==> src/rtl/wd_pkg.sv <==
// Package: shared constants and the counter state type for the bus
// cycle watchdog. Assumes the prescaler width divides the base timeout.
package wd_pkg;
    localparam int WD_PRESC_W   = 4;   // prescaler bits, 16-clock tick
    localparam int WD_CNT_W     = 10;  // down-counter bits
    localparam int WD_SEL_W     = 3;   // length code bits
    localparam int WD_BASE_LOG2 = 7;   // shortest nominal limit = 2^7 clocks

    typedef enum logic [1:0] {
        WD_IDLE  = 2'd0,
        WD_COUNT = 2'd1,
        WD_FIRED = 2'd2
    } wd_state_e;
endpackage

==> src/rtl/wd_prescaler.sv <==
// Module: free-running prescaler producing one tick every 2^PRESC_W clocks.
// Assumes: runs from reset regardless of bus activity (phase is arbitrary
// relative to strobe assertion).
module wd_prescaler #(
    parameter int PRESC_W = 4
) (
    input  logic clk,
    input  logic rst_n,
    output logic tick_o
);
    logic [PRESC_W-1:0] presc_q;

    // Free-running count, wraps naturally.
    always_ff @(posedge clk) begin
        if (!rst_n) presc_q <= '0;
        else        presc_q <= presc_q + 1'b1;
    end

    assign tick_o = &presc_q;

    // ticks never occur on consecutive cycles
    tick_spacing_chk: assert property (@(posedge clk) disable iff (!rst_n)
        tick_o |=> !tick_o);
endmodule

==> src/rtl/wd_cfg.sv <==
// Module: configuration register holding enable and length code.
// Assumes: a single write strobe loads both fields together.
module wd_cfg #(
    parameter int SEL_W = 3
) (
    input  logic             clk,
    input  logic             rst_n,
    input  logic             we_i,
    input  logic             en_i,
    input  logic [SEL_W-1:0] sel_i,
    output logic             en_o,
    output logic [SEL_W-1:0] sel_o
);
    // Hold fields; reset to enabled, longest limit.
    always_ff @(posedge clk) begin
        if (!rst_n) begin
            en_o  <= 1'b1;
            sel_o <= '1;
        end else if (we_i) begin
            en_o  <= en_i;
            sel_o <= sel_i;
        end
    end

    // the first cycle after reset shows the default fields
    cfg_default_chk: assert property (@(posedge clk)
        $rose(rst_n) |-> (en_o && (&sel_o)));
endmodule

==> src/rtl/wd_downcount.sv <==
// Module: per-cycle tick down-counter. Loads on the first run cycle,
// decrements on prescaler ticks, pulses expire once when a tick arrives
// at zero. Assumes run_i = strobe AND enable; dropping run_i aborts.
module wd_downcount #(
    parameter int CNT_W = 10
) (
    input  logic             clk,
    input  logic             rst_n,
    input  logic             run_i,
    input  logic             tick_i,
    input  logic [CNT_W-1:0] load_i,
    output logic             expire_o
);
    import wd_pkg::*;

    wd_state_e        state_q;
    logic [CNT_W-1:0] cnt_q;

    assign expire_o = run_i && (state_q == WD_COUNT) && tick_i && (cnt_q == '0);

    // Sequence idle -> count -> fired, back to idle when run drops.
    always_ff @(posedge clk) begin
        if (!rst_n) begin
            state_q <= WD_IDLE;
            cnt_q   <= '0;
        end else if (!run_i) begin
            state_q <= WD_IDLE;
        end else begin
            case (state_q)
                WD_IDLE: begin
                    state_q <= WD_COUNT;
                    cnt_q   <= load_i;
                end
                WD_COUNT: begin
                    if (tick_i) begin
                        if (cnt_q == '0) state_q <= WD_FIRED;
                        else             cnt_q   <= cnt_q - 1'b1;
                    end
                end
                default: state_q <= state_q;
            endcase
        end
    end

    // the count moves only on a tick
    cnt_hold_chk: assert property (@(posedge clk) disable iff (!rst_n)
        (run_i && state_q == WD_COUNT && !tick_i) |=> $stable(cnt_q));

    // losing run always returns to idle
    abort_idle_chk: assert property (@(posedge clk) disable iff (!rst_n)
        !run_i |=> (state_q == WD_IDLE));
endmodule

==> src/rtl/bus_cycle_watchdog.sv <==
// Module: bus cycle timeout watchdog top. Raises a held bus error and a
// sticky flag when the strobe stays high past the selected limit.
// Assumes: strobe_i is synchronous to clk, high while a cycle is open.
module bus_cycle_watchdog #(
    parameter int PRESC_W   = wd_pkg::WD_PRESC_W,
    parameter int CNT_W     = wd_pkg::WD_CNT_W,
    parameter int SEL_W     = wd_pkg::WD_SEL_W,
    parameter int BASE_LOG2 = wd_pkg::WD_BASE_LOG2
) (
    input  logic             clk,
    input  logic             rst_n,
    input  logic             strobe_i,
    input  logic             cfg_we_i,
    input  logic             cfg_en_i,
    input  logic [SEL_W-1:0] cfg_sel_i,
    input  logic             flag_clr_i,
    output logic             bus_err_o,
    output logic             timeout_flag_o
);
    localparam int SHIFT0 = BASE_LOG2 - PRESC_W;

    logic             tick;
    logic             en_q;
    logic [SEL_W-1:0] sel_q;
    logic             run;
    logic             expire;
    logic [CNT_W:0]   ticks_full;
    logic [CNT_W-1:0] load_val;

    wd_prescaler #(.PRESC_W(PRESC_W)) u_presc (
        .clk(clk), .rst_n(rst_n), .tick_o(tick)
    );

    wd_cfg #(.SEL_W(SEL_W)) u_cfg (
        .clk(clk), .rst_n(rst_n), .we_i(cfg_we_i), .en_i(cfg_en_i),
        .sel_i(cfg_sel_i), .en_o(en_q), .sel_o(sel_q)
    );

    // Tick count for the selected limit, minus one for the zero-tick expiry.
    always_comb begin
        ticks_full = (CNT_W+1)'(1) << (SHIFT0 + int'(sel_q));
        load_val   = CNT_W'(ticks_full - 1'b1);
    end

    assign run = strobe_i && en_q;

    wd_downcount #(.CNT_W(CNT_W)) u_cnt (
        .clk(clk), .rst_n(rst_n), .run_i(run), .tick_i(tick),
        .load_i(load_val), .expire_o(expire)
    );

    // Bus error: set on expiry, held while the strobe stays, dropped otherwise.
    always_ff @(posedge clk) begin
        if (!rst_n || !run) bus_err_o <= 1'b0;
        else if (expire)    bus_err_o <= 1'b1;
    end

    // Sticky flag: expiry sets it with priority over write-one-to-clear.
    always_ff @(posedge clk) begin
        if (!rst_n)          timeout_flag_o <= 1'b0;
        else if (expire)     timeout_flag_o <= 1'b1;
        else if (flag_clr_i) timeout_flag_o <= 1'b0;
    end


    err_drop_chk: assert property (@(posedge clk) disable iff (!rst_n)
        !strobe_i |=> !bus_err_o);


    err_flag_chk: assert property (@(posedge clk) disable iff (!rst_n)
        $rose(bus_err_o) |-> timeout_flag_o);


    flag_clr_chk: assert property (@(posedge clk) disable iff (!rst_n)
        (flag_clr_i && !expire) |=> !timeout_flag_o);


    disabled_quiet_chk: assert property (@(posedge clk) disable iff (!rst_n)
        !en_q |=> !bus_err_o);
endmodule

==> config.mk <==
export PLATFORM = sky130hd
export DESIGN_NAME = bus_cycle_watchdog
export DESIGN_NICKNAME = d
export VERILOG_FILES = /design/src/rtl/wd_pkg.sv /design/src/rtl/wd_prescaler.sv /design/src/rtl/wd_cfg.sv /design/src/rtl/wd_downcount.sv /design/src/rtl/bus_cycle_watchdog.sv
export SDC_FILE = /design/constraint.sdc
export NUM_CORES = 1
export LEC_CHECK = 0
export BUFFER_PORTS_ARGS = -buffer_cell sky130_fd_sc_hd__buf_4
export CAP_MARGIN = 25
export CORE_ASPECT_RATIO = 0.6
export CORE_MARGIN = 5
export CORE_UTILIZATION = 50
export CTS_CLUSTER_DIAMETER = 200
export DETAILED_ROUTE_END_ITERATION = 10
export PLACE_DENSITY = 0.66
export SKIP_LAST_GASP = 1
export SYNTH_ARGS = -nofsm -noshare
export SYNTH_HDL_FRONTEND = slang
export SYNTH_SLANG_ARGS = --single-unit
==> constraint.sdc <==
create_clock -name clk -period 2.52 [get_ports clk]
set_input_delay 0.126 -clock clk [delete_from_list [all_inputs] [get_ports clk]]
set_output_delay 0.126 -clock clk [all_outputs]
set_load 0.005 [all_outputs]
# Word-level counts from Yosys, hierarchy flattened
# Cells that the tools add are included.
# classes
n_addsub	4
eq_ne	4
shift	1
n_mux	8
reduce_logical	15
# op_table
cell	n
10-bit two-way mux	2
10-bit case mux with 2 select lines	1
10-bit by 1-bit subtractor with 10-bit output (second input constant)	2
10-bit zero test	1
1-bit by 4-bit left shift with 10-bit output (first input constant)	1
4-bit AND reduction	2
2-bit by 3-bit adder with 4-bit output (first input constant)	1
4-bit by 1-bit adder with 4-bit output (second input constant)	1
1-bit logical AND	4
2-bit two-way mux	2
2-bit != test (second input constant)	2
2-bit case mux with 2 select lines	1
2-bit nonzero test	2
3-bit AND reduction	1
2-bit by 1-bit equality test with 1-bit output (second input constant)	1
1-bit zero test	2
2-bit zero test	1
1-bit two-way mux	2
2-bit by 1-bit != test with 1-bit output (second input constant)	1
2-bit AND reduction	1
1-bit logical OR	1
# word_totals
reg_bits	22
input_bits	9
output_inout_bits	2

# Depth between registers and ports, before layout
# Gate-level depths: netlist (run 1).
# logic_depth
depth_word	5
mapped_depth	8

# By module
# Synthesis (run 1) repeated with hierarchy kept, for this count alone.
# hier_totals
cells_unflattened	153
hier_area_um2	1271.2
# by_module_without_submodules
module	instances	cells_per_inst	area_each_um2
wd_downcount	1	103	790.8
bus_cycle_watchdog	1	23	187.7
wd_prescaler	1	14	152.6
wd_cfg	1	13	140.1

# Least setup slack after synthesis (run 1)
# Ideal clock, no wire load.
# synth_timing
path_type	register -> register
start	reg u_cnt.cnt_q[0]
end	reg u_cnt.cnt_q[6]
setup_ns	0.120
arrival_ns	1.867
required_time_ns	2.400
slack_ns	0.533
stages_incl_launch_ff	8
synth_period_minus_slack_ns	1.987
path_cell_list	dfxtp_1 > or4_1 > buf_2 > nor4b_4 > or2_1 > buf_6 > nor4_1 > o31a_1
# synth_via
elab_chain_len	4
word_cells_on_any_way	7
# synth_lines
element	line_no	text
start: declaration	wd_downcount.sv:17	logic [CNT_W-1:0] cnt_q;
start signal: assignment	wd_downcount.sv:32	cnt_q <= load_i;
start signal: assignment	wd_downcount.sv:37	else cnt_q <= cnt_q - 1'b1;
10-bit by 1-bit subtractor with 10-bit output	wd_downcount.sv:37	
10-bit two-way mux	wd_downcount.sv:36	if (cnt_q == '0) state_q <= WD_FIRED;
10-bit two-way mux	wd_downcount.sv:35	if (tick_i) begin
10-bit case mux with 2 select lines	wd_downcount.sv:29	case (state_q)
# Several ways; a longest one is shown, not always the timed one. The select of a mux whose other input is x is not followed.
# A chain may end at the register's enable or synchronous reset.

# Final worst setup path (run 1)
# Ends and elaborated chain as after synthesis.

==> impl_results.md, run 1 <==
- Worst Setup EP: u_cnt.cnt_q[6]
- WL/cell: 14.9 um
- Leakage: 0.528 nW
- Top-area cell type share of the netlist area: 38.6%
- Setup violators final: 0
- # diodes: 0
- Max clock buf depth: 2
- Area of the mapped netlist: 1140 um^2
- Synthesis-to-finish area growth: 12.1%
- Synthesized flop and latch total: 22
- CTS Buf Count: 3
- Reg2reg start: u_cnt.cnt_q[0]
- Largest cells by area after synthesis: dfxtp_1, nor2_1, nand2_1
- Mapped Cells: 140
- Async set-reset flop share out of synthesis: 0%
- Initial drt markers: 115
- H-Tree Depth: 1
- RSZ-0062 raised after global routing: no
- Final hold violations: 0
- Clock sinks: 22
- Top_reg_cell synth: dfxtp_1
- Finished Layout Cells: 178
- Slew headroom: 65.7%
- Hpwl dp: 1970 um
- Final worst path period share: 87.8%
- CP required: 2.68 ns
- Detailed Route WL: 2650 um
- Run status: finished clean
- Sequential-to-total area share from yosys stat: 38.6%
- First-pass GRT wire length: 4400 um
- EDFF count, synth: 0
- Clock root cell: clkbuf_8
- Detailed Routing Iterations Pass 1: 5
- NumNets Final: 161
- Syn nets: 151
- Avg Inst Size Synth: 8.14 um^2
- Cts repair resizes: 0
- FF-to-FF path depth: 5
- Crit Path Max Fanout: 7
- Synth area leader: dfxtp_1
- Worst-path clk slew: 0.08 ns
- Number of setup buffers added after CTS: 0
- Layout Skew: 0.00362 ns
- Slew at the pin closest to its max-slew limit: 0.511 ns
- Peak Freq: 0.452 GHz
- Fin. max-slew vios: 0
- Distinct cells, synth: 40
- DIE AREA: 3370 um^2
- Vias/cell: 5.78
- Initial core utilization: 52.7%
- Hold Path Depth: 3
- Num ports: 11
- Crit. Startpoint: u_cnt.cnt_q[0]
- Overflow left after global routing: 0
- Routed vias: 1029
- Num rows: 13
- CP Data Arrival Time: 2.37 ns
- Reg-to-reg endpoint: u_cnt.cnt_q[6]
- Most numerous cell in the Yosys netlist: dfxtp_1
- Worst skew pair latency: 0.26 ns
- Port Buffers: 10
- Gpl congestion: 0.816
- Die H: 47.0 um
- Vias in the first global route: 920
- Setup crit end kind: register
- Cell Pwr Density: 623 nW/um^2
- Sum Neg Setup Slack: 0 ns
- Share of cells above drive strength 1: 12.2%
- Largest net degree at the start of global routing: 16
- Ys Warns: 0
- Synth cell count leaders: dfxtp_1, nor2_1, nand2_1
- Dpl cells: 175
- CTS tree: yes
- GRT Total Usage: 17.2%
- Post-layout minimum cycle time: 2.21 ns
- Crit Path Class: reg -> reg
- Initial antenna violation count: 0
- Remaining DRCs: 0
- Reg2Reg Setup Slack: 0.31 ns
- Setup crit start kind: register
- # Max-Cap Violations: 0
- Chip width: 71.6 um
- Worst min-delay path class: in -> reg
- VDD IR max: 0.413 mV
- # hold bufs at CTS: 0
- Total core area: 2160 um^2
- Antenna Nets Post-Route: 0
[cell families after synthesis]
| group | share of synthesized area (%) |
|---|---|
| AO/OA/AOI/OAI | 18.1 |
| XOR/XNOR | 3.07 |
| adder cells (fa/ha/maj) | 2.20 |
| buffers and inverters | 3.73 |
| flip-flops | 38.6 |
| multiplexers | 4.39 |
| AND/OR/NAND/NOR | 29.9 |
[layer usage]
layer	wire length (um)	share of wire [%]	GRT usage, %
met1	1350	51	24.6
met2	1090	41	25.5
met3	190	7.2	4.91
met4	17	0.64	4.49
met5	0	0	0
[state kept, by name, summed over array words and instances, names as in the netlist]
signal	count
u_cfg.sel_o	3
u_presc.presc_q	4
u_cnt.cnt_q	10
bus_err_o	1
u_cfg.en_o	1
u_cnt.state_q	2
timeout_flag_o	1
[placed cells by master (no fill, tap or decap), types with 3 or more instances in the layout]
| master | Yosys | final |
|---|---|---|
| dfxtp_1 | 22 | 22 |
| nor2_1 | 18 | 18 |
| nand2_1 | 14 | 14 |
| buf_4 | 0 | 13 |
| a21oi_1 | 9 | 9 |
| o21ai_0 | 8 | 8 |
| nand3_1 | 6 | 6 |
| nor3_1 | 6 | 6 |
| mux2i_1 | 5 | 5 |
| nor2b_1 | 3 | 3 |
| xor2_1 | 3 | 3 |
| and2_1 | 3 | 3 |
| clkbuf_8 | 0 | 3 |
[metrics by stage]
stage / utilization, % / power [mW] / hold slack (ns) / instance area (um^2) / worst slack (ns)
after floorplan: - / 0.538 / 0.255 / 1140 / 0.533
after global placement: 57.1 / 0.578 / 0.340 / 1240 / 0.394
after detailed placement: 57.1 / 0.582 / 0.345 / 1240 / 0.325
after CTS: 59.1 / 0.796 / 0.0777 / 1280 / 0.323
after global routing: 59.1 / 0.841 / 0.0797 / 1280 / 0.169
final: 59.1 / 0.796 / 0.0773 / 1280 / 0.307
[layout make-up]
type	count	area [um^2]
multi-input cells	109	657
clock buffers	3	41.3
fillers	190	886
well taps	30	37.5
repair buffers	13	97.6
inverters	1	3.75
flip-flops and latches	22	440
[worst min path at each step]
| stage | to | start | slack, ns |
|---|---|---|---|
| after floorplan | u_cfg.en_o | cfg_en_i | 0.25 |
| after global placement | u_cfg.sel_o[1] | cfg_sel_i[1] | 0.34 |
| after detailed placement | u_cfg.sel_o[0] | cfg_sel_i[0] | 0.35 |
| after CTS | u_cfg.sel_o[0] | cfg_sel_i[0] | 0.08 |
| after global routing | u_cfg.sel_o[1] | cfg_sel_i[1] | 0.08 |
| final | u_cfg.sel_o[1] | cfg_sel_i[1] | 0.08 |
[where the power goes]
group          switching, mW  internal, mW  total, mW
clock network          0.111         0.107      0.218
logic                 0.0941        0.0747      0.169
registers             0.0327         0.377      0.409
[critical path, cell delays in order, from the launching register on]
cell and delay, ns:
dfxtp_1 0.34, or4_1 0.69, nor4b_4 0.42, or2_1 0.28, nor4_1 0.09, o31a_1 0.29
Power figures use the tool's default switching activity.
==> inputs of run 2 (changes only) <==
--- a/config.mk
+++ b/config.mk
@@ -7,12 +7,14 @@
 export LEC_CHECK = 0
 export BUFFER_PORTS_ARGS = -buffer_cell sky130_fd_sc_hd__buf_4
 export CAP_MARGIN = 25
+export CELL_PAD_IN_SITES_DETAIL_PLACEMENT = 2
+export CELL_PAD_IN_SITES_GLOBAL_PLACEMENT = 2
 export CORE_ASPECT_RATIO = 0.6
 export CORE_MARGIN = 5
-export CORE_UTILIZATION = 50
+export CORE_UTILIZATION = 34
 export CTS_CLUSTER_DIAMETER = 200
 export DETAILED_ROUTE_END_ITERATION = 10
-export PLACE_DENSITY = 0.66
+export PLACE_DENSITY = 0.74
 export SKIP_LAST_GASP = 1
 export SYNTH_ARGS = -nofsm -noshare
 export SYNTH_HDL_FRONTEND = slang
==> run 2 against run 1 <==
Critical path depth did not move; clock skew fell by 0.0026 ns; via count rose by 3.4%; sequential share of layout area fell by 1.0 points; wire length rose by 29%; sequential power barely moved; clock power rose by 16%; sequential cell count did not move; utilization fell by 18 points; critical path type unchanged.
==> impl_results.md, run 2 (synthesis results as in run 1) <==
- Detailed Route WL: 3420 um (was 2650 um)
- Initial antenna violation count: 0 (unchanged)
- Crit Path Max Fanout: 7 (unchanged)
- FF-to-FF path depth: 5 (unchanged)
- # Max-Cap Violations: 0 (unchanged)
- NetSw: 0.254 mW (was 0.238 mW)
- Overflow left after global routing: 0 (unchanged)
- Slew headroom: 56.6% (was 65.7%)
- CP required: 2.67 ns (was 2.68 ns)
- Sequential power share: 48.7% (was 51.4%)
- Detailed Routing Iterations Pass 1: 4 (was 5)
- Fin. max-slew vios: 0 (unchanged)
- Largest net degree at the start of global routing: 16 (unchanged)
- Number of setup buffers added after CTS: 0 (unchanged)
- Antenna Nets Post-Route: 0 (unchanged)
- Reg2Reg Setup Slack: 0.26 ns (was 0.31 ns)
- Vias/cell: 5.46 (was 5.78)
- Gpl congestion: 0.793 (was 0.816)
- Setup violators final: 0 (unchanged)
- Initial drt markers: 23 (was 115)
- Final Util: 40.6% (was 59.1%)
- Initial core utilization: 35.1% (was 52.7%)
- WL/cell: 17.5 um (was 14.9 um)
- CP Data Arrival Time: 2.41 ns (was 2.37 ns)
- DIE AREA: 4650 um^2 (was 3370 um^2)
- CTS tree: yes (unchanged)
- Gate power share: 21.4% (was 21.2%)
- Setup crit start kind: register (unchanged)
- Final hold violations: 0 (unchanged)
- Num rows: 16 (was 13)
- Worst-path clk slew: 0.08 ns (about the same)
- Total core area: 3240 um^2 (was 2160 um^2)
- Layout Skew: 0.00101 ns (was 0.00362 ns)
- Run status: finished clean (unchanged)
- Port Buffers: 10 (unchanged)
- Clock sinks: 22 (unchanged)
- Leakage: 0.541 nW (was 0.528 nW)
- First-pass GRT wire length: 5690 um (was 4400 um)
- Post-layout minimum cycle time: 2.26 ns (was 2.21 ns)
- Hold_sp: cfg_en_i (was cfg_sel_i[1])
- Max reg flops: 10 (unchanged)
- H-Tree Depth: 1 (unchanged)
- Chip width: 84.8 um (was 71.6 um)
- Reg2reg start: u_cnt.cnt_q[0] (unchanged)
- Hold Path End: u_cfg.en_o (was u_cfg.sel_o[1])
- Reg-to-reg endpoint: u_cnt.cnt_q[6] (unchanged)
- Num ports: 11 (unchanged)
- Slew at the pin closest to its max-slew limit: 0.645 ns (was 0.511 ns)
- Pint: 0.592 mW (was 0.558 mW)
- Sum Neg Setup Slack: 0 ns (unchanged)
- Crit. Startpoint: u_cnt.cnt_q[0] (unchanged)
- Hold Path Depth: 3 (unchanged)
- Setup crit end kind: register (unchanged)
- Clock root cell: clkbuf_8 (unchanged)
- Synthesis-to-finish area growth: 15.6% (was 12.1%)
- Cell Pwr Density: 642 nW/um^2 (was 623 nW/um^2)
- Biggest regs: u_cnt.cnt_q (10), u_presc.presc_q (4), u_cfg.sel_o (3) (unchanged)
- Most common cell after layout, fill and taps aside: dfxtp_1 (unchanged)
- Remaining DRCs: 0 (unchanged)
- NumNets Final: 162 (was 161)
- CTS Buf Count: 3 (unchanged)
- Share of cells above drive strength 1: 13.3% (was 12.2%)
- # diodes: 0 (unchanged)
- Vias in the first global route: 1113 (was 920)
- GRT Total Usage: 16.3% (was 17.2%)
- Die H: 54.9 um (was 47.0 um)
- RSZ-0062 raised after global routing: no (unchanged)
- Final worst path period share: 89.5% (was 87.8%)
- Routed vias: 1064 (was 1029)
- Crit Path Class: reg -> reg (unchanged)
- Max clock buf depth: 2 (unchanged)
- Peak Freq: 0.443 GHz (was 0.452 GHz)
- # hold bufs at CTS: 0 (unchanged)
- Worst min-delay path class: in -> reg (unchanged)
- Worst skew pair latency: 0.26 ns (about the same)
- Most frequent cells in the layout: dfxtp_1, nor2_1, nand2_1, buf_4, a21oi_1 (was dfxtp_1, nor2_1, nand2_1)
- Hpwl dp: 2560 um (was 1970 um)
- Clock power share: 29.9% (was 27.3%)
- Cts repair resizes: 0 (unchanged)
- VDD IR max: 0.314 mV (was 0.413 mV)
- Net Sw Frac: 30.0% (was 29.9%)
- Largest register by flop count: u_cnt.cnt_q (unchanged)
-- run 2: changes by cell type in the layout (fill, tap and decap cells not counted), sizes merged --
cell    before  now
clkbuf       3    4
buf         13   14
-- run 2: worst max-delay path, cell delays in order (launching register included) --
cell and delay [ns]:
dfxtp_1 0.34, or4_1 0.71, nor4b_4 0.35, or2_1 0.34, nor4_1 0.10, o31a_1 0.30
-- run 2: cell type report --
class	instances	area [um^2]
clock buffers	4	55.1
fillers	380	1930
inverters	1	3.75
well taps	45	56.3
repair buffers	14	105
flip-flops and latches	22	440
multi-input cells	109	657
-- run 2: metrics by stage --
stage	power, mW	instances	hold slack [ns]	setup WS [ns]	instance area (um^2)
floorplan	0.538	140	0.255	0.533	1140
global placement	0.586	191	0.341	0.418	1260
detailed placement	0.599	191	0.353	0.307	1260
CTS	0.858	195	0.0749	0.270	1320
global route	0.906	195	0.0687	0.160	1320
finish	0.846	195	0.0789	0.264	1320
-- run 2: power by group through the flow --
| stage | clock [mW] | sequential (mW) | combinational, mW |
|---|---|---|---|
| 4_1_cts | 0.265 | 0.412 | 0.182 |
| 3_5_place_dp | 0 | 0.420 | 0.179 |
| 3_3_place_gp | 0 | 0.416 | 0.170 |
| 6_report | 0.253 | 0.412 | 0.181 |
| 5_1_grt | 0.285 | 0.417 | 0.203 |
| 2_1_floorplan | 0 | 0.404 | 0.134 |
-- run 2: how the worst max path moves through the flow --
| stage | endpoint |
|---|---|
| after CTS | u_cnt.cnt_q[6] |
| after detailed placement | u_cnt.cnt_q[6] |
| after global routing | u_cnt.cnt_q[6] |
| final | u_cnt.cnt_q[6] |
| after global placement | u_cnt.cnt_q[6] |
| after floorplan | u_cnt.cnt_q[6] |
-- run 2: metal layers --
layer  global-route usage (%)  share of wire [%]  routed length [um]  vias to the layer above
li1                         -                  -                   -                      522
met1                     22.4                 52                1760                      522
met2                     25.5                 45                1530                       20
met3                     4.21                3.8                 130                        0
met4                     4.21                  0                   0                        0
met5                        0                  0                   0                        -
